`src/rtl/tmr_pkg.sv`:
```
package tmr_pkg;
  localparam int ADDR_W = 2;

  typedef enum logic [ADDR_W-1:0] {
    REG_CNT = 2'd0,
    REG_LIM = 2'd1,
    REG_CTL = 2'd2,
    REG_RSV = 2'd3
  } reg_sel_e;

  localparam int CTL_IE = 0;
  localparam int CTL_RUN = 1;
  localparam int CTL_PEND = 3;
endpackage

```
`src/rtl/tmr_core.sv`:
```
module tmr_core #(
  parameter int W = 32
) (
  input  logic         clk_i,
  input  logic         rst_ni,
  input  logic         run_i,
  input  logic         cnt_we_i,
  input  logic         lim_we_i,
  input  logic [W-1:0] wdata_i,
  output logic [W-1:0] cnt_o,
  output logic [W-1:0] lim_o,
  output logic         wrap_o
);
  localparam logic [W-1:0] LIM_RST = '1;

  logic [W-1:0] cnt_q, lim_q;
  logic         at_lim;

  assign at_lim = (cnt_q == lim_q);
  // software write to the counter beats the increment
  assign wrap_o = run_i & ~cnt_we_i & at_lim;

  always_ff @(posedge clk_i or negedge rst_ni) begin
    if (!rst_ni) begin
      cnt_q <= '0;
    end else if (cnt_we_i) begin
      cnt_q <= wdata_i;
    end else if (run_i) begin
      cnt_q <= at_lim ? '0 : cnt_q + 1'b1;
    end
  end

  always_ff @(posedge clk_i or negedge rst_ni) begin
    if (!rst_ni) lim_q <= LIM_RST;
    else if (lim_we_i) lim_q <= wdata_i;
  end

  assign cnt_o = cnt_q;
  assign lim_o = lim_q;

  AST_WRAP_ZERO: assert property (@(posedge clk_i) disable iff (!rst_ni)
    wrap_o |=> (cnt_q == '0));
  AST_CNT_WR_WINS: assert property (@(posedge clk_i) disable iff (!rst_ni)
    cnt_we_i |=> (cnt_q == $past(wdata_i)));
  AST_HOLD_IDLE: assert property (@(posedge clk_i) disable iff (!rst_ni)
    (!run_i && !cnt_we_i) |=> $stable(cnt_q));
  AST_STEP_ONE: assert property (@(posedge clk_i) disable iff (!rst_ni)
    (run_i && !cnt_we_i && !at_lim) |=> (cnt_q == $past(cnt_q) + 1'b1));
endmodule

```
`src/rtl/tmr_csr.sv`:
```
module tmr_csr
  import tmr_pkg::*;
#(
  parameter int W = 32
) (
  input  logic         clk_i,
  input  logic         rst_ni,
  input  logic         halt_i,
  input  logic         ctl_we_i,
  input  logic [W-1:0] wdata_i,
  input  logic         wrap_i,
  output logic         run_o,
  output logic         irq_o,
  output logic [W-1:0] ctl_o
);
  logic ie_q, run_q, pend_q;

  always_ff @(posedge clk_i or negedge rst_ni) begin
    if (!rst_ni) begin
      ie_q  <= 1'b0;
      run_q <= 1'b0;
    end else if (ctl_we_i) begin
      ie_q  <= wdata_i[CTL_IE];
      run_q <= wdata_i[CTL_RUN];
    end
  end

  // a fresh expiry outranks the acknowledge
  always_ff @(posedge clk_i or negedge rst_ni) begin
    if (!rst_ni) pend_q <= 1'b0;
    else if (wrap_i) pend_q <= 1'b1;
    else if (ctl_we_i) pend_q <= 1'b0;
  end

  assign run_o = run_q & ~halt_i;
  assign irq_o = pend_q & ie_q;

  always_comb begin
    ctl_o = '0;
    ctl_o[CTL_IE] = ie_q;
    ctl_o[CTL_RUN] = run_q;
    ctl_o[CTL_PEND] = pend_q;
  end

  AST_ACK_CLEARS: assert property (@(posedge clk_i) disable iff (!rst_ni)
    (ctl_we_i && !wrap_i) |=> !pend_q);
  AST_WRAP_SETS: assert property (@(posedge clk_i) disable iff (!rst_ni)
    wrap_i |=> pend_q);
  AST_PEND_STICKY: assert property (@(posedge clk_i) disable iff (!rst_ni)
    (pend_q && !ctl_we_i) |=> pend_q);
  AST_HALT_GATES: assert property (@(posedge clk_i) disable iff (!rst_ni)
    halt_i |-> !run_o);
endmodule

```
`src/rtl/tmr_unit.sv`:
```
module tmr_unit
  import tmr_pkg::*;
#(
  parameter int W = 32
) (
  input  logic              clk_i,
  input  logic              rst_ni,
  input  logic              halt_i,
  input  logic              wr_en_i,
  input  logic [ADDR_W-1:0] addr_i,
  input  logic [W-1:0]      wdata_i,
  output logic [W-1:0]      rdata_o,
  output logic              irq_o
);
  logic         cnt_we, lim_we, ctl_we;
  logic         run, wrap;
  logic [W-1:0] cnt, lim, ctl;

  assign cnt_we = wr_en_i & (addr_i == REG_CNT);
  assign lim_we = wr_en_i & (addr_i == REG_LIM);
  assign ctl_we = wr_en_i & (addr_i == REG_CTL);

  tmr_core #(.W(W)) u_core (
    .clk_i    (clk_i),
    .rst_ni   (rst_ni),
    .run_i    (run),
    .cnt_we_i (cnt_we),
    .lim_we_i (lim_we),
    .wdata_i  (wdata_i),
    .cnt_o    (cnt),
    .lim_o    (lim),
    .wrap_o   (wrap)
  );

  tmr_csr #(.W(W)) u_csr (
    .clk_i    (clk_i),
    .rst_ni   (rst_ni),
    .halt_i   (halt_i),
    .ctl_we_i (ctl_we),
    .wdata_i  (wdata_i),
    .wrap_i   (wrap),
    .run_o    (run),
    .irq_o    (irq_o),
    .ctl_o    (ctl)
  );

  always_comb begin
    unique case (addr_i)
      REG_CNT: rdata_o = cnt;
      REG_LIM: rdata_o = lim;
      REG_CTL: rdata_o = ctl;
      default: rdata_o = '0;
    endcase
  end

  AST_IRQ_NEEDS_PEND: assert property (@(posedge clk_i) disable iff (!rst_ni)
    irq_o |-> ctl[CTL_PEND] && ctl[CTL_IE]);
endmodule

```
`config.mk`:
```
export PLATFORM = sky130hd
export DESIGN_NAME = tmr_unit
export DESIGN_NICKNAME = d
export VERILOG_FILES = /design/src/rtl/tmr_pkg.sv /design/src/rtl/tmr_core.sv /design/src/rtl/tmr_csr.sv /design/src/rtl/tmr_unit.sv
export SDC_FILE = /design/constraint.sdc
export NUM_CORES = 1
export LEC_CHECK = 0
export BUFFER_PORTS_ARGS = -buffer_cell sky130_fd_sc_hd__buf_2
export CELL_PAD_IN_SITES_DETAIL_PLACEMENT = 1
export CELL_PAD_IN_SITES_GLOBAL_PLACEMENT = 1
export CORE_AREA = 4 4 111 113
export CTS_BUF_LIST = sky130_fd_sc_hd__clkbuf_4
export DETAILED_ROUTE_END_ITERATION = 7
export DIE_AREA = 0 0 115 117
export HOLD_SLACK_MARGIN = 0.15
export PLACE_DENSITY = 0.81
export SLEW_MARGIN = 20
export SYNTH_ARGS = -nofsm -noshare
export SYNTH_HDL_FRONTEND = slang
export SYNTH_SLANG_ARGS = --single-unit
```
`constraint.sdc`:
```
create_clock -name clk_i -period 2.4 [get_ports clk_i]
set_input_delay 0.48 -clock clk_i [delete_from_list [all_inputs] [get_ports clk_i]]
set_output_delay 0.48 -clock clk_i [all_outputs]
set_load 0.01 [all_outputs]
```
==> run summary <==
Fin. Hold Viols - 0
unrepaired setup endpoints after global routing - true
Hold Path Class - in2reg
worst path bufs/invs - 0
1st-pass router iterations - 5
Reg clk slew, reported paths - 120 ps
CP Cell Sequence - xnor2_1 > nand4_1 > nor4_4 > nand2_1 > and3_1 > o32a_1
Layout area overhead - 16.9%
maximum clock insertion buffer count - 2
First DRT Iteration DRCs - 205
Unique masters post-synth - 46
# IOs - 71
die area - 13500 µm²
Num CTS Buffers - 9
first-pass GRT wire length - 23400 µm
core area - 11300 µm²
CTS tree - yes
postcts setup bufs - 0
CP Data Required Time - 2710 ps
Peak VDD IR - 0.331 mV
Ant. Diodes - 0
CP max stage delay - 570 ps
Leak - 2.20 nW
Die X - 115 µm
Clock power frac - 0.222
GR Overflow Total - 0
routability cong. - 0.865
initial antenna violation count - 0
pin count of the biggest net entering global routing - 68
sequential cell area fraction in the yosys report - 0.383
starting density of the core - 0.396
fill count - 1371
Setup crit end kind - flop
Place WS - 49.1 ps
antenna-violating nets left - 0
post-detailed-route wirelength per cell - 19.8 µm
Overall Power - 3.48 mW
Internal Power - 2.24 mW
Final Instance Area - 5240 µm²
layout cell share with drive strength beyond 1 - 0.348
Synth Register Bits - 67
EDFF count, synth - 0
cell type group with the largest total delay on the critical path - simple AND/OR/NAND/NOR gates
P_sw - 1.24 mW
Net Count, Synth - 545
Tightest Pin Transition - 501 ps
TritonCTS Sinks - 67
Seq pwr share - 0.470
fin crit share - 0.946
Final setup viols - 0
Die Y - 117 µm
Slew HR - 0.666
Slew Viols, Final - 0
worst skew pair latency - 430 ps
CP Class - reg2reg
via count - 4139
Post-Syn Area - 4490 µm²
Slowest-stage cell, CP - dfstp_2
row count - 39
Max Freq - 440 MHz
Max Cap Viol - 0
total global routing track utilization - 0.222
Tmin final - 2270 ps
syn avg cell area - 8.87 µm²
root buf cell - clkbuf_4
DRC viols - 0
commonest non-fill, non-tap cell in the layout - buf_2
min setup slack post-route - 130 ps
Comb power frac - 0.308
Hold Slack - 294 ps
Worst Path Max Fanout - 4
Mapped Cells - 506
CP arrival - 2580 ps
Sw Share - 0.357
synth warn - 0
post-detail-place hpwl - 10300 µm
run status - finished clean
Buffers on Ports - 70
ys async rst share - 1.00
H-tree depth - 3
Final #Nets - 612
final WL - 14300 µm
final clock skew - 22.6 ps
prevailing post-synth register cell - dfrtp_1
pwr dens - 663 nW/µm²
area post-placement - 5090 µm²
vias in the first global route - 4358
Vias/cell - 5.74
Setup crit start kind - flop
commonest non-fill, non-tap cells in the layout - buf_2, nand2_1, nor2_1
area by class of cell:
class	count	area (µm²)	share of cell area
clock buffers	12	90.1	0.0172
repair buffers	102	631	0.120
flip-flops and latches	67	1720	0.327
inverters	3	11.3	0.00215
well taps	143	179	0.0341
clock inverters	4	43.8	0.00835
multi-input cells	390	2570	0.491
worst paths after layout:
kind	startpoint	end	slack (ps)	cells past startpoint
max in group asynchronous	rst_ni	u_core.lim_o[21]	1450	3
max	u_core.lim_o[1]	u_core.cnt_o[21]	130	6
min	wdata_i[14]	u_core.lim_o[14]	290	2
min reg2reg	u_csr.ie_q	u_csr.ie_q	550	1
min in group asynchronous	rst_ni	u_core.cnt_o[6]	600	3
max reg2reg	u_core.lim_o[1]	u_core.cnt_o[21]	130	6
stage by stage:
step,TNS (ps),instances,util
after CTS,0,721,0.462
after detailed placement,0,704,0.450
after global routing,-2.56,721,0.463
after global placement,0,704,0.450
final,0,721,0.463
after floorplan,0,506,-
power by group through the flow:
stage | combinational (mW) | sequential (mW) | clock, mW
floorplan | 0.729 | 1.55 | 0
detailed placement | 1.06 | 1.65 | 0
global route | 1.18 | 1.67 | 0.841
finish | 1.07 | 1.63 | 0.772
CTS | 1.07 | 1.63 | 0.787
global placement | 1.04 | 1.63 | 0
worst reg2reg max path: stages, from the launching register on:
cell and delay (ps):
dfstp_2 570, xnor2_1 160, nand4_1 250, nor4_4 430
nand2_1 180, and3_1 210, o32a_1 350
layer usage:
layer | up-vias | GRT usage | part of all wire
met5 | - | 0 | 0
met3 | 25 | 0.0278 | 0.049
met1 | 2072 | 0.302 | 0.45
met4 | 0 | 0.0869 | 0.021
li1 | 1918 | - | -
met2 | 124 | 0.360 | 0.48
cells in the mapped netlist, drive strengths merged (15+ instances only):
cell,count,area (µm²)
a21oi,31,159
buf,16,82.6
clkbuf,30,115
dfrtp,35,876
dfstp,32,841
mux2,35,394
mux2i,35,350
nand2,57,214
nand3,19,100
nand4,15,93.8
nor2,58,223
o21ai,27,139
xnor2,32,280
repair_timing:
| action | CTS | global route |
|---|---|---|
| hold endpoints to repair | 35 | 0 |
| resized for setup | 0 | 1 |
| endpoints found under the setup margin | 0 | 29 |
| hold buffers | 1 | 0 |
flip-flops by register name (all words and copies together) (netlist names):
name,count
u_core.cnt_o,32
u_csr.ie_q,1
u_core.lim_o,32
u_csr.run_q,1
u_csr.pend_q,1
logic make-up (layout without fill, tap and decap cells):
group / Yosys count / count (layout) / share of synthesized area
compound gates: 89 / 89 / 0.118
buf+inv: 49 / 121 / 0.0466
flops: 67 / 67 / 0.383
xor+xnor: 32 / 32 / 0.0625
mux: 70 / 70 / 0.166
simple gates: 198 / 198 / 0.222
fa+ha+maj: 1 / 1 / 0.00279
Power figures use the tool's default switching activity.
